File: src/rtl/eye_center_ctrl.sv
module eye_center_ctrl #(
  parameter int TAP_W     = 6,
  parameter int OBS_WORDS = 1024
) (
  input  logic             clk,
  input  logic             rst_n,
  input  logic [9:0]       word_in,
  input  logic             decode_err,
  input  logic             lock_lost,
  output logic             tap_inc,
  output logic             step_done,
  output logic             tap_ovf,
  output logic [TAP_W-1:0] tap_val,
  output logic             lock
);
  localparam int CNT_W = (OBS_WORDS > 2) ? $clog2(OBS_WORDS) : 1;
  localparam logic [TAP_W-1:0] TAP_MAX = {TAP_W{1'b1}};
  localparam logic [CNT_W-1:0] CNT_END = CNT_W'(OBS_WORDS - 1);

  typedef enum logic [1:0] {S_OBS, S_STEP, S_WAIT, S_LOCK} state_t;
  typedef enum logic [1:0] {P_INIT, P_SKIP, P_SEEK1, P_SEEK2} phase_t;

  state_t           state;
  phase_t           phase;
  logic [CNT_W-1:0] cnt;
  logic             seen_ctl, seen_err;
  logic [TAP_W-1:0] t1;
  logic [TAP_W:0]   edge_sum;
  logic             is_ctl, good, obs_end;

  assign is_ctl   = (word_in == 10'h354) || (word_in == 10'h0AB) ||
                    (word_in == 10'h154) || (word_in == 10'h2AB);
  assign good     = (seen_ctl | is_ctl) & ~(seen_err | decode_err);
  assign obs_end  = (cnt == CNT_END);
  assign edge_sum = {1'b0, t1} + {1'b0, tap_val};
  assign tap_inc  = (state == S_STEP);
  assign tap_ovf  = tap_inc && (tap_val == TAP_MAX);

  always_ff @(posedge clk) begin
    if (!rst_n) begin
      state     <= S_OBS;
      phase     <= P_INIT;
      cnt       <= '0;
      seen_ctl  <= 1'b0;
      seen_err  <= 1'b0;
      t1        <= '0;
      tap_val   <= '0;
      lock      <= 1'b0;
      step_done <= 1'b0;
    end else begin
      step_done <= tap_inc;
      case (state)
        S_OBS: begin
          cnt      <= cnt + 1'b1;
          seen_ctl <= seen_ctl | is_ctl;
          seen_err <= seen_err | decode_err;
          if (obs_end) begin
            cnt      <= '0;
            seen_ctl <= 1'b0;
            seen_err <= 1'b0;
            if (phase == P_SEEK2 && !good) begin
              tap_val <= edge_sum[TAP_W:1];
              lock    <= 1'b1;
              state   <= S_LOCK;
            end else begin
              state <= S_STEP;
              case (phase)
                P_INIT:  phase <= good ? P_SKIP : P_SEEK1;
                P_SKIP:  if (!good) phase <= P_SEEK1;
                P_SEEK1: if (good) begin
                  t1    <= tap_val;
                  phase <= P_SEEK2;
                end
                default: ;
              endcase
            end
          end
        end
        S_STEP: begin
          if (tap_val == TAP_MAX) begin
            tap_val <= '0;
            phase   <= P_INIT;
          end else begin
            tap_val <= tap_val + 1'b1;
          end
          state <= S_WAIT;
        end
        S_WAIT: if (step_done) state <= S_OBS;
        S_LOCK: if (lock_lost) begin
          lock    <= 1'b0;
          tap_val <= '0;
          phase   <= P_INIT;
          state   <= S_OBS;
        end
        default: state <= S_OBS;
      endcase
    end
  end

  AST_STEP_ADVANCE: assert property (@(posedge clk) disable iff (!rst_n)
    tap_inc && tap_val != TAP_MAX |=> tap_val == $past(tap_val) + 1'b1);
  AST_STEP_ACK: assert property (@(posedge clk) disable iff (!rst_n)
    tap_inc |=> step_done && !tap_inc);
  AST_ACK_ONLY_AFTER_STEP: assert property (@(posedge clk) disable iff (!rst_n)
    !tap_inc |=> !step_done);
  AST_WRAP_RESTART: assert property (@(posedge clk) disable iff (!rst_n)
    tap_inc && tap_val == TAP_MAX |=> tap_val == '0 && !lock);
  AST_LOCK_HOLD: assert property (@(posedge clk) disable iff (!rst_n)
    lock && !lock_lost |=> lock && $stable(tap_val));
  AST_NO_STEP_LOCKED: assert property (@(posedge clk) disable iff (!rst_n)
    lock |-> !tap_inc);
  AST_LOST_DROP: assert property (@(posedge clk) disable iff (!rst_n)
    lock && lock_lost |=> !lock && tap_val == '0);
endmodule

File: config.mk
export PLATFORM = sky130hd
export DESIGN_NAME = eye_center_ctrl
export DESIGN_NICKNAME = d
export VERILOG_FILES = /design/src/rtl/eye_center_ctrl.sv
export SDC_FILE = /design/constraint.sdc
export NUM_CORES = 1
export LEC_CHECK = 0
export BUFFER_PORTS_ARGS = -buffer_cell sky130_fd_sc_hd__buf_2
export CORE_MARGIN = 8
export CORE_UTILIZATION = 35
export DETAILED_ROUTE_END_ITERATION = 10
export GPL_TIMING_DRIVEN = 0
export PLACE_DENSITY = 0.59
export SYNTH_ARGS = -nofsm -noshare
export SYNTH_HDL_FRONTEND = slang
export SYNTH_SLANG_ARGS = --single-unit
File: constraint.sdc
create_clock -name clk -period 2.7 [get_ports clk]
set_clock_uncertainty 0.05 [all_clocks]
set_input_delay 0.135 -clock clk [delete_from_list [all_inputs] [get_ports clk]]
set_output_delay 0.135 -clock clk [all_outputs]
set_load 0.03 [all_outputs]
# After elaboration in Yosys (flattened, before gate mapping)
# Cells that the tools add are included.
[word_totals]
regBits = 30
latch_bits = 0
mem_bits_rw = 0
rom_bits = 0
inputBits = 14
out_inout_bits = 10
wordCells = 78
n_memories = 0
[classes]
n_addsub = 3
multipliers = 0
div_mod_pow = 0
n_lt_le_gt_ge = 0
n_eq_ne = 21
n_shift = 0
muxes = 25
bitwise = 5
n_reduce_logical = 15
[ops]
columns = ["cell", "count"]
rows = [
  ["equality test 10 bit, second input constant", 3],
  ["two-way mux 6 bit", 4],
  ["two-way mux 2 bit", 10],
  ["one-hot mux 6 bit (3 select lines)", 1],
  ["one-hot mux 2 bit (3 select lines)", 2],
  ["adder 10 x 1 -> 10 bit, second input constant", 1],
  ["equality test 10 x 8 -> 1 bit, second input constant", 1],
  ["equality test 10 x 9 -> 1 bit, second input constant", 1],
  ["two-way mux 10 bit", 1],
  ["inequality test 2 bit, second input constant", 5],
  ["equality test 2 bit, second input constant", 4],
  ["one-hot mux 2 bit (4 select lines)", 1],
  ["AND reduction 4 bit", 2],
  ["AND reduction 8 bit", 1],
  ["adder 6 x 6 -> 7 bit", 1],
  ["adder 6 x 1 -> 6 bit, second input constant", 1],
  ["equality test 6 bit, second input constant", 1],
  ["inequality test 3 bit, second input constant", 2],
  ["two-way mux 1 bit", 5],
  ["AND reduction 5 bit", 1],
  ["equality test 2 x 1 -> 1 bit, second input constant", 2],
  ["logical NOT 2 bit", 2],
  ["inequality test 4 x 1 -> 1 bit, second input constant", 1],
  ["logical OR 1 bit", 3],
  ["other kinds (10)", 13],
]

# Logic depth before layout (Yosys ltp)
[depth]
depth_word = 11
depth_mapped = 8
depth_no_buf = 8

# Least setup slack after synthesis
# No wires, ideal clock.
[synth_path]
path_type = "register -> register"
start = "register tap_val[1]"
end = "register tap_val[5]"
setup_ps = 58
arrival_ps = 1892
required_ps = 2592
setup_slack_ps = 699
stages_incl_launch_ff = 9
path_cell_list = "dfxtp_1 inv_1 fa_1 nor2b_1 o21a_1 o21a_1 o211ai_1 a31oi_1 o21a_1"
[synth_between]
elab_chain_cells = 4
elab_cells_between_ends = 7
[synth_rtl]
columns = ["item", "line", "rtl"]
rows = [
  ["start, declared", "13", "output logic [TAP_W-1:0] tap_val,"],
  ["start signal, assigned", "62", "tap_val <= edge_sum[TAP_W:1];"],
  ["start signal, assigned", "84", "tap_val <= tap_val + 1'b1;"],
  ["adder 6 x 6 -> 7 bit", "35", "assign edge_sum = {1'b0, t1} + {1'b0, tap_val};"],
  ["two-way mux 6 bit", "61", "if (phase == P_SEEK2 && !good) begin"],
  ["two-way mux 6 bit", "57", "if (obs_end) begin"],
  ["one-hot mux 6 bit (3 select lines) *", "52", "case (state)"],
]
# Mark *: on every way between the ends. The rest lies on a longest branch, timed or not. The select of a mux whose other input is x is not followed.
# A chain may end at the register's enable or synchronous reset.

# Final worst setup path
[layout_path]
start = "register cnt[0]"
end = "register cnt[9]"
[layout_between]
elab_chain_cells = 2
elab_cells_between_ends = 3
[layout_rtl]
columns = ["item", "line", "rtl"]
rows = [
  ["start, declared", "25", "logic [CNT_W-1:0] cnt;"],
  ["start signal, assigned", "54", "cnt <= cnt + 1'b1;"],
  ["adder 10 x 1 -> 10 bit / equality test 10 bit (equally long branches)", "54, 34", ""],
  ["two-way mux 10 bit *", "57", ""],
]
# Mark *: on every way between the ends. The rest lies on a longest branch, timed or not.

==> key figures <==
Power and ir drop
  – Sw Share: 0.227
  – Cell-internal power: between 0.6 and 0.7 mW
  – Clk network pwr share: 0.431
  – Max VDD drop: between 0.2 and 0.3 mV
  – Power Dens Cells: 415 nW/um2
  – Combinational share of power: 0.044
  – Total Power: 0.865 mW
  – Flop pwr share: 0.525
  – Net Switching: 0.197 mW
  – Pleak: 0.857 nW

Synth
  – Ys async rst share: 0
  – Synthesis Warnings: 0
  – Post-synth top cells: dfxtp_1, nor2_1, nand2_1
  – Syn Nets: 236
  – Synthesized flop and latch total: 30
  – Number of synthesized flops with an enable pin: 0
  – Sequential share of the synthesized area: 0.334
  – Top-area cell type share of the netlist area: 0.334
  – Syn Area/Cell: 8.55 um2
  – Post-synth cell types: 50
  – Synth top area cells: dfxtp_1, ha_1, nor2_1
  – Gate Count Post-Synth: 210
  – Synth area leader: dfxtp_1
  – Synth Cell Area: 1800 um2
  – Synth Flop Type: dfxtp_1

Routing
  – Drt first pass iters: 4
  – Vias: 1,584
  – Drt drc: 0
  – Vias per inst: 5.11
  – Routed WL: about 4100 um
  – Antenna-violating nets left: 0
  – Initial DRC Count: 64
  – WL/cell: between 10 and 15 um

Final layout
  – Area Overhead vs Synth: 16.1%
  – Final non-filler cell area: 2080 um2
  – Final Net Count: 265
  – Layout cells sized above 1: 0.175
  – Ant. Diodes: 0
  – Final Util: 0.413

Timing
  – Worst slew margin: 0.603
  – Min Tclk post-route: 2.11 ns
  – RSZ-0062 raised after global routing: false
  – Hold Slack: approximately 0.053 ns
  – Final Hold Vio Count: 0
  – Fin crit share: 0.781
  – Final setup TNS: 0 ns
  – Max Fclk: 0.474 GHz
  – Worst-margin pin slew: 0.589 ns
  – Number of max-slew violations in the final report: 0
  – Setup Viol. Count Final: 0

Global route
  – Total grt overflow: 0
  – Vias in the first global route: 1,509
  – Initial antenna violation count: 0
  – GRT Total Usage: 0.118
  – Largest net degree at the start of global routing: 11
  – Global-route wire length before repair: 7150 um

Critical path
  – Critical R2R Capture: cnt[9]
  – Worst Path Buf+Inv: 0
  – Worst setup SP type: flop
  – Slowest cell on crit path: o21ai_0
  – Cells on worst reg2reg path: 7
  – Slowest stage delay, CP: approximately 0.5 ns
  – Flop2flop setup slack: 0.59 ns
  – Critical path required time: roughly 2.8 ns
  – Crit-path max FO: 6
  – Reg-to-Reg Start: cnt[0]
  – Worst path cell trace: ha_1 > nand2_1 > nor3_4 > or2b_2 > o21ai_2 > o21ai_0 > nor2_1
  – Kind of end point of the critical path: flop
  – Crit Path Class: flop to flop
  – CP Data Arrival Time: 2.21 ns
  – Top delay family on crit path: simple AND/OR/NAND/NOR gates

Clock network
  – CTS tree: done
  – Clock Sinks: 30
  – CTS root buf: clkbuf_8
  – CTS Hold Bufs: 0
  – Clk Latency, worst-skew pair: 0.28 ns
  – Clock-pin slew on the worst setup and hold paths: 0.07 ns
  – # resized after CTS: 0
  – Longest Clk Path Bufs: 2
  – H-tree depth: 2
  – TritonCTS buffer count: 5
  – Setup Buffers After CTS: 0

Worst hold path
  – Worst Hold Path EP: seen_err
  – Hold Crit Depth: 3
  – Hold Crit Class: input pin to flop
  – Hold Startpoint: decode_err

Die
  – Boundary Pins: 24
  – Core ar.: 5040 um2
  – Die extent in y: 87.6 um
  – Die area: 7680 um2
  – Initial Util: 0.356
  – Die X: 87.6 um
  – # rows: 26

Outcome
  – Outcome: completed

Placement
  – Post-DP HPWL: about 3000 um
  – Routability Congestion: 0.813
  – Count of input and output buffers: 22
  – Placed inst area: around 2000 um2

Flow run
  – Max cap viols: 0
metal layers:
layer | GRT usage | part of all wire | vias to the layer above
met3 | 0.0338 | 0.035 | 5
met2 | 0.177 | 0.44 | 38
li1 | - | - | 811
met1 | 0.155 | 0.51 | 730
met5 | 0 | 0 | -
met4 | 0.0438 | 0.013 | 0
per-stage QoR:
step	setup WS (ns)	std cells
after floorplan	0.699	210
after global placement	0.631	302
after CTS	0.583	310
final	0.592	310
after global routing	0.356	310
after detailed placement	0.623	302
final cells by class:
class                           count  area [um2]
Sequential cell                    30         601
Buffer                              5        18.8
Fill cell                         516        2960
Multi-Input combinational cell    167        1150
Tap cell                           70        87.6
Inverter                            8        30.0
Clock buffer                        7        86.3
Clock inverter                      1        5.00
Timing Repair Buffer               22         110
worst min-delay path: cells and delay by family:
| kind | cells | cell delay, ns |
|---|---|---|
| buffers and inverters | 1 | 0.09 |
| AOI/OAI and AO/OA | 1 | 0.05 |
| and+or+nand+nor | 1 | 0.08 |
sequential cells by signal, indices dropped and copies added, names as in the netlist:
signal,cells
cnt,10
lock,1
phase,2
seen_ctl,1
seen_err,1
state,2
step_done,1
t1,6
tap_val,6
how the worst max path moves through the flow:
stage          slack (ns)  cells after the start         end        from
3_3_place_gp         0.63                      7    seen_err      cnt[0]
6_report             0.59                      7      cnt[9]      cnt[0]
2_1_floorplan        0.70                      8  tap_val[5]  tap_val[1]
3_5_place_dp         0.62                      7    seen_err      cnt[0]
4_1_cts              0.58                      7    seen_err      cnt[0]
5_1_grt              0.36                      7    seen_err      cnt[0]
cells by family after synthesis:
| group | after synthesis | synth area share |
|---|---|---|
| simple gates | 92 | 0.270 |
| fa+ha+maj | 12 | 0.0878 |
| compound gates | 43 | 0.175 |
| mux | 11 | 0.0613 |
| buf+inv | 13 | 0.0272 |
| flops | 30 | 0.334 |
| xor+xnor | 9 | 0.0439 |
cells in the final DEF (no fill, tap or decap), types with 2 or more instances in the layout:
cell type / n
clkbuf_8: 6
and3_1: 4
inv_1: 6
mux2i_1: 11
a21oi_1: 10
o32ai_1: 2
nor2_1: 30
nand2_1: 20
xnor2_1: 3
ha_1: 11
o21a_1: 5
clkbuf_1: 5
nor2b_1: 2
o21ai_0: 9
nand4_1: 3
o211ai_1: 2
xor2_1: 6
dfxtp_1: 30
clkinv_1: 2
nand3_1: 9
buf_2: 22
nand2b_1: 2
a31oi_1: 3
nor3_1: 8
power groups by stage:
stage	Clock (mW)	Combinational, mW	Sequential [mW]
floorplan	0	0.0198	0.462
global placement	0	0.0382	0.463
detailed placement	0	0.0384	0.463
CTS	0.384	0.0387	0.453
global route	0.402	0.0438	0.454
finish	0.373	0.0381	0.454
Note: power is estimated with default switching activity, not from simulation.
